## src/rtl/vx_pkg.sv

```systemverilog
package vx_pkg;
  localparam int unsigned PTE_PRESENT = 0;
  localparam int unsigned PTE_DIRTY   = 1;
  localparam int unsigned PTE_WRITE   = 2;

  typedef enum logic [1:0] {
    XS_OK    = 2'b00,
    XS_PFLT  = 2'b01,
    XS_PROT  = 2'b10
  } xstat_e;

  typedef enum logic [1:0] {
    ST_IDLE,
    ST_READ,
    ST_WBACK,
    ST_RESP
  } xstate_e;
endpackage

```

## src/rtl/vx_addr_gen.sv

```systemverilog
module vx_addr_gen #(
  parameter int unsigned VA_W      = 32,
  parameter int unsigned PAGE_BITS = 12,
  parameter int unsigned PTE_W     = 32
) (
  input  logic [VA_W-1:0]      vaddr_i,
  input  logic [PTE_W-1:0]     base_i,
  output logic [PAGE_BITS-1:0] offset_o,
  output logic [PTE_W-1:0]     entry_addr_o
);
  localparam int unsigned VPN_W = VA_W - PAGE_BITS;

  logic [VPN_W-1:0] vpn;

  assign vpn          = vaddr_i[VA_W-1:PAGE_BITS];
  assign offset_o     = vaddr_i[PAGE_BITS-1:0];
  // modulo 2^PTE_W add
  assign entry_addr_o = base_i + PTE_W'(vpn);
endmodule

```

## src/rtl/vx_pte_eval.sv

```systemverilog
module vx_pte_eval
  import vx_pkg::*;
#(
  parameter int unsigned PAGE_BITS = 12,
  parameter int unsigned PTE_W     = 32
) (
  input  logic [PTE_W-1:0]     pte_i,
  input  logic                 write_i,
  input  logic [PAGE_BITS-1:0] offset_i,
  output xstat_e               status_o,
  output logic [PTE_W-1:0]     paddr_o,
  output logic                 need_wb_o,
  output logic [PTE_W-1:0]     wb_data_o
);
  localparam int unsigned FRAME_W = PTE_W - PAGE_BITS;

  logic [FRAME_W-1:0] frame;
  assign frame = pte_i[PTE_W-1:PAGE_BITS];

  always_comb begin
    status_o  = XS_OK;
    paddr_o   = {frame, offset_i};
    need_wb_o = 1'b0;
    wb_data_o = pte_i;
    wb_data_o[PTE_DIRTY] = 1'b1;
    // presence checked before permission
    if (!pte_i[PTE_PRESENT]) begin
      status_o = XS_PFLT;
      paddr_o  = '0;
    end else if (write_i && !pte_i[PTE_WRITE]) begin
      status_o = XS_PROT;
      paddr_o  = '0;
    end else if (write_i && !pte_i[PTE_DIRTY]) begin
      need_wb_o = 1'b1;
    end
  end
endmodule

```

## src/rtl/vpage_xlate.sv

```systemverilog
module vpage_xlate
  import vx_pkg::*;
#(
  parameter int unsigned VA_W      = 32,
  parameter int unsigned PAGE_BITS = 12,
  parameter int unsigned PTE_W     = 32
) (
  input  logic             clk_i,
  input  logic             rst_ni,
  input  logic             base_we_i,
  input  logic [PTE_W-1:0] base_i,
  input  logic             req_valid_i,
  output logic             req_ready_o,
  input  logic [VA_W-1:0]  req_vaddr_i,
  input  logic             req_write_i,
  output logic             rsp_valid_o,
  output logic [1:0]       rsp_status_o,
  output logic [PTE_W-1:0] rsp_paddr_o,
  output logic             mem_req_o,
  output logic             mem_we_o,
  output logic [PTE_W-1:0] mem_addr_o,
  output logic [PTE_W-1:0] mem_wdata_o,
  input  logic [PTE_W-1:0] mem_rdata_i,
  input  logic             mem_ack_i
);
  xstate_e                state_q;
  logic [PTE_W-1:0]       base_q;
  logic [PTE_W-1:0]       entry_q;
  logic [PAGE_BITS-1:0]   off_q;
  logic                   write_q;
  logic [PTE_W-1:0]       wb_data_q;
  xstat_e                 status_q;
  logic [PTE_W-1:0]       paddr_q;

  logic [PAGE_BITS-1:0]   off_d;
  logic [PTE_W-1:0]       entry_d;
  xstat_e                 eval_status;
  logic [PTE_W-1:0]       eval_paddr;
  logic                   eval_wb;
  logic [PTE_W-1:0]       eval_wb_data;
  logic                   accept;

  vx_addr_gen #(
    .VA_W(VA_W), .PAGE_BITS(PAGE_BITS), .PTE_W(PTE_W)
  ) i_addr (
    .vaddr_i      (req_vaddr_i),
    .base_i       (base_q),
    .offset_o     (off_d),
    .entry_addr_o (entry_d)
  );

  vx_pte_eval #(
    .PAGE_BITS(PAGE_BITS), .PTE_W(PTE_W)
  ) i_eval (
    .pte_i     (mem_rdata_i),
    .write_i   (write_q),
    .offset_i  (off_q),
    .status_o  (eval_status),
    .paddr_o   (eval_paddr),
    .need_wb_o (eval_wb),
    .wb_data_o (eval_wb_data)
  );

  assign accept = (state_q == ST_IDLE) && req_valid_i;

  always_ff @(posedge clk_i or negedge rst_ni) begin
    if (!rst_ni) begin
      base_q <= '0;
    end else if (base_we_i) begin
      base_q <= base_i;
    end
  end

  always_ff @(posedge clk_i or negedge rst_ni) begin
    if (!rst_ni) begin
      state_q   <= ST_IDLE;
      entry_q   <= '0;
      off_q     <= '0;
      write_q   <= 1'b0;
      wb_data_q <= '0;
      status_q  <= XS_OK;
      paddr_q   <= '0;
    end else begin
      unique case (state_q)
        ST_IDLE: if (accept) begin
          entry_q <= entry_d;
          off_q   <= off_d;
          write_q <= req_write_i;
          state_q <= ST_READ;
        end
        ST_READ: if (mem_ack_i) begin
          status_q  <= eval_status;
          paddr_q   <= eval_paddr;
          wb_data_q <= eval_wb_data;
          state_q   <= eval_wb ? ST_WBACK : ST_RESP;
        end
        ST_WBACK: if (mem_ack_i) state_q <= ST_RESP;
        ST_RESP:  state_q <= ST_IDLE;
        default:  state_q <= ST_IDLE;
      endcase
    end
  end

  assign req_ready_o  = (state_q == ST_IDLE);
  assign mem_req_o    = (state_q == ST_READ) || (state_q == ST_WBACK);
  assign mem_we_o     = (state_q == ST_WBACK);
  assign mem_addr_o   = entry_q;
  assign mem_wdata_o  = wb_data_q;
  assign rsp_valid_o  = (state_q == ST_RESP);
  assign rsp_status_o = status_q;
  assign rsp_paddr_o  = paddr_q;
endmodule

```

## config.mk

```make
export PLATFORM = sky130hd
export DESIGN_NAME = vpage_xlate
export DESIGN_NICKNAME = d
export VERILOG_FILES = /design/src/rtl/vx_pkg.sv /design/src/rtl/vx_addr_gen.sv /design/src/rtl/vx_pte_eval.sv /design/src/rtl/vpage_xlate.sv
export SDC_FILE = /design/constraint.sdc
export NUM_CORES = 1
export LEC_CHECK = 0
export BUFFER_PORTS_ARGS = -buffer_cell sky130_fd_sc_hd__buf_4
export CAP_MARGIN = 20
export CORE_MARGIN = 2
export CORE_UTILIZATION = 45
export DETAILED_ROUTE_END_ITERATION = 10
export GPL_ROUTABILITY_DRIVEN = 0
export PLACE_DENSITY = 0.71
export SLEW_MARGIN = 0
export SYNTH_ARGS = -nofsm -noshare
export SYNTH_HDL_FRONTEND = slang
export SYNTH_SLANG_ARGS = --single-unit
```

## constraint.sdc

```tcl
create_clock -name clk_i -period 3.06 [get_ports clk_i]
set_input_delay 0.306 -clock clk_i [delete_from_list [all_inputs] [get_ports clk_i]]
set_output_delay 0.306 -clock clk_i [all_outputs]
set_load 0.005 [all_outputs]
```

==> impl_metrics.py <==
metrics = {
    "placed_design": {
        "io_buffers": 203,
        "hpwlAfterDp_mm": 11.8,
        "place_ws_ps": 480,
    },
    "die": {
        "coreArea_sq_um": 14500,
        "ios": 204,
        "die_w_um": 126,
        "die_h_um": 126,
        "initial_core_util_pct": 46.1,
        "rows": 44,
        "die_area_sq_um": 15900,
    },
    "setup_path": {
        "cp_data_required_time_ps": 3350,
        "startpoint": "base_q[0]",
        "worstSetupEndpoint": "mem_addr_o[20]",
        "critical-path-slowest-cell": "fa_1",
        "r2r_start": "base_q[0]",
        "timing.rr.end": "mem_addr_o[20]",
        "path_cells": "ha_1 -> fa_1 -> a211oi_1 -> o21a_1 -> a211oi_2 -> o21ai_1 -> nand2_1 -> xor2_1 -> mux2_2",
        "cp.arrival_ps": 2860,
        "end_kind": "flop",
        "critPathBufInv": 0,
        "cpLargestDelayFamily": "compound AO/OA/AOI/OAI gates",
        "critical_path_class": "reg2reg",
        "r2r_slack_ps": 490,
        "max_stage_delay_ps": 440,
        "cp.depth": 9,
        "reg2regPathDepth": 9,
        "startpoint_type": "flop",
        "path_max_fanout": 4,
    },
    "yosys": {
        "yosys-top-cells-area": "dfrtp_1 54%, nand2_1 11%, mux2_2 8.2%",
        "yosys_warnings": 0,
        "synth_seq_area_share_pct": 54.2,
        "syn_avg_cell_area_sq_um": 10.1,
        "ys_types": 49,
        "synth_fp_nets": 789,
        "syn-cell-area_sq_um": 6690,
        "syn_inst": 662,
        "synth_top_area_cell": "dfrtp_1",
        "synth_seq_cells": 145,
        "synthArstFlopShare_pct": 100,
        "synth-edff-count": 0,
        "synth_top_area_share_pct": 54.2,
        "synthFlopType": "dfrtp_1",
    },
    "grt": {
        "antenna_found_initial": 0,
        "grt_pass1_wl_mm": 26.4,
        "grt_max_degree": 93,
        "grt_util_all_layers_pct": 20.7,
        "grt_pass1_vias": 5450,
        "overflow": 0,
    },
    "cells_and_area": {
        "drive_above_1_share_pct": 34.3,
        "nNetsFinal": 989,
        "layout_common_cells": "208 x buf_4, 190 x nand2_1, 145 x dfrtp_1",
        "final_common_cell": "buf_4",
        "final.fill_count": 1226,
        "multi_input_area_sq_um": 2910,
        "final_core_util_pct": 61.9,
        "num_antenna_cells": 0,
        "ff_latch_area_sq_um": 3630,
        "area_growth_pct": 34.3,
    },
    "clock_tree": {
        "cts_resized": 0,
        "h-tree-depth": 4,
        "cts_buffers": 17,
        "clk_latency_ps": 420,
        "root_buffer": "clkbuf_16",
        "cts_tree": "built",
        "clockBufferDepth": 2,
        "clk_transition_reported_paths_ps": 60,
        "clock_sinks": 145,
    },
    "pwr": {
        "seqPwrFrac_pct": 39.9,
        "power-per-cell-area_nw_per_um2": 851,
        "intPower_uw": 5260,
        "p_sw_uw": 2400,
        "power_frac_comb_pct": 34.2,
        "clock_power_share_pct": 26.0,
        "p_sw_share_pct": 31.3,
        "p_leak_uw": 0.00443,
        "irDropWorstVdd_uv": 387,
    },
    "timing": {
        "finClkSkew_ps": 8.35,
        "finalMaxSlewViolations": 0,
        "timing.fmax_mhz": 390,
        "setup_tns_ps": 0,
        "worst_pin_slew_ps": 831,
        "period_minus_slack_ps": 2570,
        "fin_ws_ps": 494,
        "period_share_pct": 83.8,
        "hold_violations": 0,
        "rsz0062_at_grt": "false",
        "report.final.setup_viol": 0,
        "relSlewSlack_pct": 44.6,
    },
    "routing": {
        "first_pass_iters": 7,
        "drt_iter0_drc": 324,
        "routedWlPerCell_um": 15.4,
        "via_per_inst": 5.21,
        "ant_nets": 0,
        "vias": 5515,
        "drc": 0,
        "routed_wl_mm": 16.2,
    },
    "hold_path": {
        "min_path_type": "in2reg",
    },
    "status": {
        "status": "finished clean",
    },
    "job": {
        "max_cap_viol_count": 0,
    },
}
==> layout make-up <==
type	count	area share [%]
clock inverters	9	1.20
flip-flops and latches	145	40.4
repair buffers	212	18.1
well taps	184	2.56
inverters	6	0.251
clock buffers	22	5.16
multi-input cells	480	32.4
==> registers in the layout (all words and copies together) (netlist names) <==
| signal | flops |
|---|---|
| rsp_paddr_o | 32 |
| mem_addr_o | 32 |
| write_q | 1 |
| base_q | 32 |
| mem_wdata_o | 32 |
| state_q | 2 |
| rsp_status_o | 2 |
| off_q | 12 |
==> power by group through the flow <==
stage | clock, uW | sequential, uW | combinational, uW
after floorplan | 0 | 3050 | 1220
after global placement | 0 | 3050 | 2550
after detailed placement | 0 | 3090 | 2620
after CTS | 2030 | 3060 | 2630
after global routing | 2130 | 3150 | 2910
final | 1990 | 3050 | 2610
==> timing repair <==
item	CTS	global route
hold endpoints to repair	7	0
buffers inserted	0	0
hold buffers	1	0
==> kinds of logic (layout without fill, tap and decap cells) <==
group,Yosys count,in the layout,synth area share (%)
AOI/OAI and AO/OA,126,126,11.0
muxes,49,49,8.24
buffers and inverters,37,249,2.39
xor gates and xnor gates,29,29,3.79
and+or+nand+nor,251,251,15.6
adders and majority gates,25,25,4.79
DFF,145,145,54.2
==> synth_stat cells (all sizes together) (5+ instances only) <==
library cell  count
buf               7
mux2             49
nand2           192
nor2             18
nor3              5
and2              5
inv               6
xor2             12
o21ai            71
a21oi            23
nand3            11
xnor2            17
ha               24
dfrtp           145
and3              6
clkbuf           22
a21o              5
==> through the flow <==
stage	std cells	power, uW	hold slack, ps	area [sq um]
2_1_floorplan	662	4260	10.4	6690
3_3_place_gp	1025	5610	425	8390
3_5_place_dp	1025	5710	443	8390
4_1_cts	1057	7720	65.2	8970
5_1_grt	1058	8190	80.2	8990
6_report	1058	7650	81.4	8990
==> worst min-delay path, cell delays in order <==
cell and delay (ps):
buf_4 80, nand2_1 40, nand2_1 40
==> layer usage <==
layer  part of all wire (%)  up-vias  track usage [%]
li1                       -     2637                -
met1                     43     2604             26.7
met2                     47      236             33.6
met3                    7.1       38             4.97
met4                    2.4        0             8.27
met5                      0        -                0
==> worst min-delay path by stage <==
stage,to,depth (start not counted),slack (ps),startpoint
final,mem_wdata_o[3],3,80,mem_rdata_i[3]
after global routing,mem_wdata_o[11],3,80,mem_rdata_i[11]
after CTS,mem_wdata_o[3],3,70,mem_rdata_i[3]
after detailed placement,rsp_paddr_o[16],1,440,rst_ni
after global placement,mem_wdata_o[16],1,420,rst_ni
after floorplan,base_q[0],0,10,rst_ni
No activity file was read; power rests on OpenSTA's default activity.
